`config.mk`:
```
export PLATFORM = sky130hd
export DESIGN_NAME = pcm_tsa
export DESIGN_NICKNAME = d
export VERILOG_FILES = /design/src/rtl/tsa_pkg.sv /design/src/rtl/tsa_frame_counter.sv /design/src/rtl/tsa_channel.sv /design/src/rtl/tsa_port_mux.sv /design/src/rtl/pcm_tsa.sv
export SDC_FILE = /design/constraint.sdc
export NUM_CORES = 1
export LEC_CHECK = 0
export BUFFER_PORTS_ARGS = -buffer_cell sky130_fd_sc_hd__buf_2
export CORE_UTILIZATION = 50
export CTS_CLUSTER_DIAMETER = 150
export CTS_CLUSTER_SIZE = 30
export DETAILED_ROUTE_END_ITERATION = 12
export MAX_ROUTING_LAYER = met4
export PLACE_DENSITY = 0.75
export SLEW_MARGIN = 30
export SYNTH_ARGS = -nofsm -noshare
export SYNTH_HDL_FRONTEND = slang
export SYNTH_HIERARCHICAL = 1
export SYNTH_SLANG_ARGS = --single-unit
```
`constraint.sdc`:
```
create_clock -name clk -period 3.9 [get_ports clk]
set_input_delay 0 -clock clk [delete_from_list [all_inputs] [get_ports clk]]
set_output_delay 0 -clock clk [all_outputs]
set_load 0.05 [all_outputs]
```
`src/rtl/tsa_pkg.sv`:
```
// Shared constants for the PCM time-slot assigner.
// Assumes: eight bits per slot, samples carried in a 16-bit container.
package tsa_pkg;
    localparam int SLOT_BITS = 8;
    localparam int SAMPLE_W  = 16;
endpackage

```
`src/rtl/tsa_frame_counter.sv`:
```
// Frame bit counter: position of the current highway bit inside the frame.
// Assumes: fs is synchronous to clk and one cycle wide; the frame is SLOTS*8 bits.
module tsa_frame_counter #(
    parameter int SLOTS = 32,
    parameter int CNT_W = 8
) (
    input  logic             clk,
    input  logic             rst_n,
    input  logic             fs,
    output logic [CNT_W-1:0] bit_cnt
);
    localparam int FRAME_BITS = SLOTS * tsa_pkg::SLOT_BITS;
    localparam logic [CNT_W-1:0] LAST = CNT_W'(FRAME_BITS - 1);

    // Restart on frame sync, otherwise count and wrap at end of frame.
    always_ff @(posedge clk) begin
        if (!rst_n)
            bit_cnt <= '0;
        else if (fs || bit_cnt == LAST)
            bit_cnt <= '0;
        else
            bit_cnt <= bit_cnt + CNT_W'(1);
    end


    fs_zero_chk: assert property (@(posedge clk) disable iff (!rst_n)
        fs |=> bit_cnt == '0);


    cnt_step_chk: assert property (@(posedge clk) disable iff (!rst_n)
        (!fs && bit_cnt != LAST) |=> bit_cnt == $past(bit_cnt) + CNT_W'(1));
endmodule

```
`src/rtl/tsa_channel.sv`:
```
// One channel's slot logic: burst decode, held transmit sample, receive shifter.
// Assumes: slot start = slot*8; the burst is 8 or 16 bits; a linear channel in the
// last slot is flagged and kept off both paths.
module tsa_channel #(
    parameter int SLOTS  = 32,
    parameter int SLOT_W = 5,
    parameter int CNT_W  = 8
) (
    input  logic                          clk,
    input  logic                          rst_n,
    input  logic                          fs,
    input  logic [CNT_W-1:0]              bit_cnt,
    input  logic                          en,
    input  logic [SLOT_W-1:0]             slot,
    input  logic                          tx_a_sel,
    input  logic                          tx_b_sel,
    input  logic                          rx_b_sel,
    input  logic                          lin,
    input  logic                          cut,
    input  logic [tsa_pkg::SAMPLE_W-1:0]  sample,
    input  logic                          rx_a,
    input  logic                          rx_b,
    output logic                          own_a,
    output logic                          own_b,
    output logic                          claim_a,
    output logic                          claim_b,
    output logic                          tx_bit,
    output logic [CNT_W-1:0]              span_lo,
    output logic [CNT_W-1:0]              span_hi,
    output logic                          err,
    output logic [tsa_pkg::SAMPLE_W-1:0]  rx_data,
    output logic                          rx_valid
);
    import tsa_pkg::*;

    logic [SAMPLE_W-1:0] hold;
    logic [SAMPLE_W-1:0] shift;
    logic                active;
    logic                in_burst;
    logic                last_bit;
    logic                rx_bit;
    logic [CNT_W-1:0]    off;
    logic [3:0]          boff;

    // Configuration checks and the channel's bit range in the frame.
    assign err     = en & lin & (slot == SLOT_W'(SLOTS - 1));
    assign active  = en & ~err;
    assign span_lo = CNT_W'(slot) << 3;
    assign span_hi = span_lo + (lin ? CNT_W'(15) : CNT_W'(7));

    // Burst position decode.
    assign off      = bit_cnt - span_lo;
    assign boff     = off[3:0];
    assign in_burst = (bit_cnt >= span_lo) && (bit_cnt <= span_hi);
    assign last_bit = active & in_burst & (bit_cnt == span_hi);

    // Transmit ownership and the bit for this position, MSB first.
    assign own_a   = active & ~cut & tx_a_sel;
    assign own_b   = active & ~cut & tx_b_sel;
    assign claim_a = own_a & in_burst;
    assign claim_b = own_b & in_burst;
    assign tx_bit  = lin ? hold[~boff] : hold[{1'b0, ~boff[2:0]}];

    // Receive source choice.
    assign rx_bit = rx_b_sel ? rx_b : rx_a;

    // Capture the transmit sample at frame sync only.
    always_ff @(posedge clk) begin
        if (!rst_n)
            hold <= '0;
        else if (fs)
            hold <= sample;
    end

    // Shift in receive bits during the burst and deliver after the final bit.
    always_ff @(posedge clk) begin
        if (!rst_n) begin
            shift    <= '0;
            rx_data  <= '0;
            rx_valid <= 1'b0;
        end else begin
            rx_valid <= 1'b0;
            if (active && in_burst) begin
                shift <= {shift[SAMPLE_W-2:0], rx_bit};
                if (last_bit) begin
                    rx_valid <= 1'b1;
                    rx_data  <= lin ? {shift[SAMPLE_W-2:0], rx_bit}
                                    : {8'h00, shift[6:0], rx_bit};
                end
            end
        end
    end


    hold_stable_chk: assert property (@(posedge clk) disable iff (!rst_n)
        !fs |=> $stable(hold));


    rx_pulse_chk: assert property (@(posedge clk) disable iff (!rst_n)
        rx_valid |=> !rx_valid);
endmodule

```
`src/rtl/tsa_port_mux.sv`:
```
// Transmit port arbiter: picks the lowest-numbered claiming channel and flags
// overlapping ownership ranges among channels routed to the port.
// Assumes: claim/own come from tsa_channel; ranges are inclusive bit positions.
module tsa_port_mux #(
    parameter int NCH   = 4,
    parameter int CNT_W = 8
) (
    input  logic [NCH-1:0]            claim,
    input  logic [NCH-1:0]            bits,
    input  logic [NCH-1:0]            own,
    input  logic [NCH-1:0][CNT_W-1:0] lo,
    input  logic [NCH-1:0][CNT_W-1:0] hi,
    output logic                      d,
    output logic                      oe,
    output logic [NCH-1:0]            grant,
    output logic                      conflict
);
    logic [NCH*NCH-1:0] pair_hit;

    // Fixed priority: lowest index wins.
    always_comb begin
        grant = '0;
        for (int i = 0; i < NCH; i++)
            if (claim[i] && grant == '0)
                grant[i] = 1'b1;
    end

    assign oe = |claim;
    assign d  = |(grant & bits);

    // Pairwise overlap of ownership ranges.
    for (genvar gi = 0; gi < NCH; gi++) begin : g_row
        for (genvar gj = 0; gj < NCH; gj++) begin : g_col
            if (gj > gi) begin : g_pair
                assign pair_hit[gi*NCH+gj] = own[gi] & own[gj] &
                    (lo[gi] <= hi[gj]) & (lo[gj] <= hi[gi]);
            end else begin : g_none
                assign pair_hit[gi*NCH+gj] = 1'b0;
            end
        end
    end

    assign conflict = |pair_hit;
endmodule

```
`src/rtl/pcm_tsa.sv`:
```
// PCM time-slot assigner top: frame counter, one slot unit per channel, and
// an arbiter per transmit port.
// Assumes: clk is the PCM bit clock; SLOTS is a power of two; fs is one cycle wide.
module pcm_tsa #(
    parameter int NCH   = 4,
    parameter int SLOTS = 32
) (
    input  logic                          clk,
    input  logic                          rst_n,
    input  logic                          fs,
    input  logic [NCH-1:0]                cfg_en,
    input  logic [NCH*$clog2(SLOTS)-1:0]  cfg_slot,
    input  logic [NCH-1:0]                cfg_tx_a,
    input  logic [NCH-1:0]                cfg_tx_b,
    input  logic [NCH-1:0]                cfg_rx_b,
    input  logic [NCH-1:0]                cfg_lin,
    input  logic [NCH-1:0]                cfg_cut,
    input  logic [NCH*16-1:0]             tx_sample,
    input  logic                          rx_a,
    input  logic                          rx_b,
    output logic                          tx_a_d,
    output logic                          tx_a_oe,
    output logic                          tx_b_d,
    output logic                          tx_b_oe,
    output logic [NCH*16-1:0]             rx_data,
    output logic [NCH-1:0]                rx_valid,
    output logic [NCH-1:0]                cfg_err,
    output logic                          conflict_a,
    output logic                          conflict_b
);
    localparam int SLOT_W = $clog2(SLOTS);
    localparam int CNT_W  = $clog2(SLOTS * tsa_pkg::SLOT_BITS);
    localparam int SW     = tsa_pkg::SAMPLE_W;

    logic [CNT_W-1:0]            bit_cnt;
    logic [NCH-1:0]              own_a, own_b, claim_a, claim_b, tx_bit;
    logic [NCH-1:0]              grant_a, grant_b;
    logic [NCH-1:0][CNT_W-1:0]   span_lo, span_hi;

    tsa_frame_counter #(.SLOTS(SLOTS), .CNT_W(CNT_W)) u_cnt (
        .clk(clk), .rst_n(rst_n), .fs(fs), .bit_cnt(bit_cnt)
    );

    for (genvar ch = 0; ch < NCH; ch++) begin : g_ch
        tsa_channel #(.SLOTS(SLOTS), .SLOT_W(SLOT_W), .CNT_W(CNT_W)) u_ch (
            .clk      (clk),
            .rst_n    (rst_n),
            .fs       (fs),
            .bit_cnt  (bit_cnt),
            .en       (cfg_en[ch]),
            .slot     (cfg_slot[ch*SLOT_W +: SLOT_W]),
            .tx_a_sel (cfg_tx_a[ch]),
            .tx_b_sel (cfg_tx_b[ch]),
            .rx_b_sel (cfg_rx_b[ch]),
            .lin      (cfg_lin[ch]),
            .cut      (cfg_cut[ch]),
            .sample   (tx_sample[ch*SW +: SW]),
            .rx_a     (rx_a),
            .rx_b     (rx_b),
            .own_a    (own_a[ch]),
            .own_b    (own_b[ch]),
            .claim_a  (claim_a[ch]),
            .claim_b  (claim_b[ch]),
            .tx_bit   (tx_bit[ch]),
            .span_lo  (span_lo[ch]),
            .span_hi  (span_hi[ch]),
            .err      (cfg_err[ch]),
            .rx_data  (rx_data[ch*SW +: SW]),
            .rx_valid (rx_valid[ch])
        );


        cut_silent_chk: assert property (@(posedge clk) disable iff (!rst_n)
            cfg_cut[ch] |-> !grant_a[ch] && !grant_b[ch]);


        err_silent_chk: assert property (@(posedge clk) disable iff (!rst_n)
            cfg_err[ch] |-> !grant_a[ch] && !grant_b[ch]);
    end

    tsa_port_mux #(.NCH(NCH), .CNT_W(CNT_W)) u_mux_a (
        .claim(claim_a), .bits(tx_bit), .own(own_a), .lo(span_lo), .hi(span_hi),
        .d(tx_a_d), .oe(tx_a_oe), .grant(grant_a), .conflict(conflict_a)
    );

    tsa_port_mux #(.NCH(NCH), .CNT_W(CNT_W)) u_mux_b (
        .claim(claim_b), .bits(tx_bit), .own(own_b), .lo(span_lo), .hi(span_hi),
        .d(tx_b_d), .oe(tx_b_oe), .grant(grant_b), .conflict(conflict_b)
    );


    overlap_a_chk: assert property (@(posedge clk) disable iff (!rst_n)
        ($countones(claim_a) > 1) |-> conflict_a);


    overlap_b_chk: assert property (@(posedge clk) disable iff (!rst_n)
        ($countones(claim_b) > 1) |-> conflict_b);
endmodule

```
==> results.txt, run 1 <==
Flop pwr share -> 0.438
Total GRT Usage -> 0.298
Clock power frac -> 0.335
Die W -> 173 um
Crit path arrival time -> 3640 ps
Clock sink total -> 200
Vias in the first global route -> 12200
R2R setup slack -> 1190 ps
Crit Path Category -> in2out
Row count -> 62
Fill count -> 2522
Chip height -> 173 um
Num CTS Buffers -> 17
Switching share of total power -> 0.295
Initial Util -> 0.509
Final core occ -> 0.584
H-tree depth -> 4
Cells after synthesis -> 1557
Post-CTS Setup Inserts -> 0
Pwr per Cell Area -> 287 nW/um^2
Layout net count -> 2121
GRT Residual Overflow -> 0
Max_slew headroom -> 0.445
Routed WL -> 43.3 mm
GP Congestion -> 0.952
RSZ-0062 raised after global routing -> false
Power share of the combinational group -> 0.227
Pleak -> 7.82 nW
Avg Cell Area, Syn -> 9.37 um^2
First-pass GRT wire length -> 67.9 mm
Slew @ Worst Pin -> 831 ps
CP max FO -> 11
Post-DP HPWL -> 31.8 mm
Clock Latency Late Sink -> 440 ps
Worst setup EP type -> output pin
Buffers on Ports -> 190
Number of synthesis warnings -> 6
Post-layout min period -> 3640 ps
Die ar. -> 29900 um^2
Detail Route Antenna Nets -> 0
Post-Synthesis Cell Area -> 14600 um^2
Antenna violations before repair -> 2
CP required -> 3900 ps
Residual DRC -> 0
Final Max Tran Viols -> 0
Final setup violation count -> 0
Final total power -> 0.00482 W
CTS tree -> built
WL/cell -> 20.0 um
Worst Hold Class -> in2reg
Internal -> 0.00340 W
Ports -> 191
Max Fclk -> 275 MHz
Maxcap violations -> 0
Via-per-instance ratio -> 5.66
Largest net degree at the start of global routing -> 114
Clock slew at reported path FFs -> 70 ps
Clk buf depth -> 2
DRT Pass-1 Iters -> 6
IR drop worst, VDD -> 300 uV
Worst Clk Skew -> 11.8 ps
Share of cells above drive strength 1 -> 0.158
Setup total negative slack -> 0 ps
Switching Power -> 0.00142 W
# placed instances -> 2063
Layout Cells excl Fill -> 2163
Final period util -> 0.933
Drt initial violations -> 934
Status -> completed
DR vias -> 12200
CP Launch Type -> primary input
Synth-to-layout area growth -> 14.9%
CTS root buf -> clkbuf_16
Final Hold Viols -> 0
Core Area -> 28700 um^2
==> per-stage QoR <==
step	setup slack, ps	instance area, um^2	hold WS (ps)
floorplan	1110	14700	169
global placement	909	15500	256
detailed placement	848	15500	266
CTS	348	16800	18.1
global route	51.1	16800	51.3
finish	261	16800	53.2
==> power groups by stage <==
stage / clock network (W) / registers [W] / logic [W]
4_1_cts: 0.00163 / 0.00211 / 0.00102
6_report: 0.00161 / 0.00211 / 0.00110
3_3_place_gp: 0 / 0.00215 / 0.000943
3_5_place_dp: 0 / 0.00216 / 0.000957
2_1_floorplan: 0 / 0.00215 / 0.000720
5_1_grt: 0.00171 / 0.00211 / 0.00121
==> worst paths after layout <==
kind	startpoint	to	cells past startpoint
max	cfg_lin[2]	tx_b_d	17
min	rx_a	g_ch[2].u_ch/shift[0]	4
max reg2reg	u_cnt/bit_cnt[5]	g_ch[0].u_ch/shift[3]	7
min reg2reg	g_ch[2].u_ch/rx_data[12]	g_ch[2].u_ch/rx_data[12]	2
==> routing by layer <==
metal,wire (um),global-route usage
met2,21000,0.504
met3,1730,0.0314
met4,1890,0.140
met5,0,-
met1,18700,0.356
==> cell usage in the layout (no fill, tap or decap), types with 13 or more instances in the layout <==
cell and n:
a21boi_1 32, a21o_1 14, a21oi_1 75, and3_1 16, buf_2 187, clkbuf_16 17
conb_1 24, dfxtp_1 198, dlygate4sd3_1 69, ha_1 241, inv_1 116, mux2i_1 156
mux4_2 16, nand2_1 104, nand2b_1 38, nand3_1 45, nand4_1 62, nor2_1 28
nor2b_1 116, o211ai_1 13, o21ai_0 34, xnor2_1 13
==> critical path, cell delays in order <==
cell and delay (ps):
dlygate4sd3_1 530, buf_2 270, ha_1 230, ha_1 180
nand3_1 100, xnor2_1 250, ha_1 290, and3_1 200
a221o_1 310, a22oi_1 260, and3_1 260, nand2_1 70
nor2_1 100, a21oi_1 50, nor2_1 110, a221o_1 120
buf_2 280
==> cell type report <==
type / count / area [um^2] / share of cell area
clock inverters: 6 / 46.3 / 0.00276
flip-flops and latches: 200 / 4010 / 0.239
diodes: 3 / 7.51 / 0.000448
repair buffers: 271 / 1760 / 0.105
well taps: 384 / 480 / 0.0287
clock buffers: 22 / 474 / 0.0283
multi-input cells: 1160 / 9550 / 0.569
inverters: 117 / 453 / 0.0270
==> flip-flops by register name, indices dropped and copies added, names as in the netlist <==
register,flops
g_ch.u_ch/hold,64
g_ch.u_ch/rx_data,64
g_ch.u_ch/shift,60
g_ch.u_ch/rx_valid,4
u_cnt/bit_cnt,8
==> what timing repair did <==
item	4_1_cts	5_1_grt
endpoints found under the setup margin	0	1
hold buffers	69	0
hold endpoints to repair	98	0
gates resized for setup	0	2
No activity file was read; power rests on OpenSTA's default activity.
==> run 2: changes to the inputs <==
Settings changed: PLACE_DENSITY 0.75 to 0.77.
Clock period 3.9 ns to 3.15 ns, I/O delays scaled along.
==> run 2 against run 1 <==
Routed wire length is 3.7% lower. Sequential power is 24% higher. Clock power is 34% higher. Worst hold slack worse by 35 ps. Largest cell class unchanged. Die area stayed put. Flip-flop and latch count stayed put. Count of clock-buffer cells in the layout stayed put. Clock skew is 0.69 ps lower. Total power is 27% higher. Highest routed layer unchanged. Non-clock buffer count is 22 higher.
==> results.txt, run 2 (synthesis gave the netlist of run 1 again) <==
Initial Util -> 0.509
M2 GR Usage -> 0.477
Top Registers -> g_ch.u_ch/hold: 64 flops, g_ch.u_ch/rx_data: 64 flops, g_ch.u_ch/shift: 60 flops
Maxcap violations -> 0
Clk buf depth -> 2
GP Congestion -> 1.06
IR drop worst, VDD -> 430 uV
Clock power frac -> 0.351
Worst Hold Class -> in2reg
Die W -> 173 um
First-pass GRT wire length -> 65.7 mm
Final total power -> 0.00613 W
Worst Clk Skew -> 11.1 ps
Pwr per Cell Area -> 360 nW/um^2
Crit path launch -> u_cnt/bit_cnt[6]
Vias in the first global route -> 12600
Largest net degree at the start of global routing -> 79
CP max stage delay -> 410 ps
Chip height -> 173 um
DR vias -> 12400
Pleak -> 7.95 nW
Worst R2R Start -> u_cnt/bit_cnt[6]
Gr busiest metal -> met2
CP required -> 3150 ps
Detail Route Antenna Nets -> 0
Worst setup EP type -> output pin
Final setup violation count -> 0
Ports -> 191
Internal -> 0.00434 W
Antenna violations before repair -> 2
CP cell instances -> ha_1 -> and3_1 -> a221o_1 -> a22oi_1 -> and3_1 -> nand2_1 -> nor2_1 -> a21oi_1 -> nor2_1 -> a221o_1 -> buf_2
Synth-to-layout area growth -> 16.5%
Drt initial violations -> 752
Clock sink total -> 200
Hold path cells -> 4
Hold path start -> cfg_lin[1]
GR Util met3 -> 0.0490
Row count -> 62
Crit path arrival time -> 2980 ps
Total GRT Usage -> 0.285
GRT Residual Overflow -> 0
WL/cell -> 19.1 um
Layout net count -> 2143
Switching share of total power -> 0.292
Clock slew at reported path FFs -> 70 ps
Most common cell after layout, fill and taps aside -> ha_1
Flop pwr share -> 0.426
Max Fclk -> 335 MHz
Final period util -> 0.946
CP max stage cell -> dfxtp_4
GR Layer Usage met1 -> 0.314
H-tree depth -> 4
Slew @ Worst Pin -> 703 ps
Max_slew headroom -> 0.531
Share of cells above drive strength 1 -> 0.175
Post-DP HPWL -> 31.3 mm
CP max FO -> 12
Core Area -> 28700 um^2
Post-CTS Setup Inserts -> 0
CTS root buf -> clkbuf_16
Routed WL -> 41.7 mm
Final Hold Viols -> 0
Die ar. -> 29900 um^2
CTS tree -> built
CP Launch Type -> flip-flop
Power share of the combinational group -> 0.223
Most frequent cells in the layout -> ha_1 (241), dfxtp_1 (195), buf_2 (187)
Via-per-instance ratio -> 5.65
Post-layout min period -> 2980 ps
Clock Latency Late Sink -> 440 ps
Buffers on Ports -> 190
Num CTS Buffers -> 17
Status -> completed
Switching Power -> 0.00179 W
DRT Pass-1 Iters -> 6
RSZ-0062 raised after global routing -> false
Crit Path Category -> reg2out
WHS -> 18.6 ps
Final Max Tran Viols -> 0
Setup total negative slack -> 0 ps
Residual DRC -> 0
R2R depth -> 7
## run 2: cell count changes in the layout (fill, tap and decap cells not counted), moves of 2 or more
cell           change
a22oi_1            -2
a22oi_2            +2
buf_4             +25
dfxtp_1            -3
dfxtp_4            +3
dlygate4sd3_1      -3
## run 2: what timing repair did
item,4_1_cts,5_1_grt
gates cloned,0,0
resized for setup,4,8
endpoints found under the setup margin,3,2
pin swaps,0,0
endpoints found under the hold margin,66,0
hold buffers,66,0
## run 2: metal layers
layer / vias to the layer above / share of wire
li1: 5984 / -
met1: 5784 / 0.40
met2: 440 / 0.49
met3: 157 / 0.055
met4: 0 / 0.062
met5: - / 0
## run 2: metrics by stage
step | setup WS, ps | utilization | cells | cell area, um^2
global placement | 253 | 0.548 | 2088 | 15700
CTS | 68.4 | 0.591 | 2185 | 17000
floorplan | 360 | - | 1573 | 14700
global route | 14.6 | 0.592 | 2187 | 17000
finish | 169 | 0.592 | 2187 | 17000
detailed placement | 180 | 0.548 | 2088 | 15700
## run 2: path summary, 6_finish.rpt
| check | to | slack [ps] |
|---|---|---|
| hold / removal | g_ch[1].u_ch/rx_data[15] | 20 |
| hold reg to reg | g_ch[2].u_ch/shift[14] | 460 |
| setup reg to reg | g_ch[2].u_ch/shift[0] | 710 |
| setup / recovery | tx_b_d | 170 |
## run 2: final cells by class
type	count	area, um^2
Tap cell	384	480
Timing Repair Buffer	293	1910
Clock buffer	22	484
Sequential cell	200	4020
Antenna cell	2	5.00
Multi-Input combinational cell	1160	9560
Inverter	117	453
Clock inverter	9	88.8
Fill cell	2351	11700
## run 2: critical path: cells and delay by family (launching register included)
| kind | cells | cell delay, ps |
|---|---|---|
| flip-flops | 1 | 410 |
| buffers and inverters | 1 | 270 |
| adder cells (fa/ha/maj) | 1 | 330 |
| AND/OR/NAND/NOR | 5 | 710 |
| AO/OA/AOI/OAI | 4 | 800 |
## run 2: power groups by stage
stage,Clock [W],Sequential (W),Combinational [W]
floorplan,0,0.00266,0.000891
detailed placement,0,0.00267,0.00120
finish,0.00215,0.00261,0.00136
global placement,0,0.00266,0.00116
global route,0.00229,0.00261,0.00150
CTS,0.00218,0.00261,0.00127
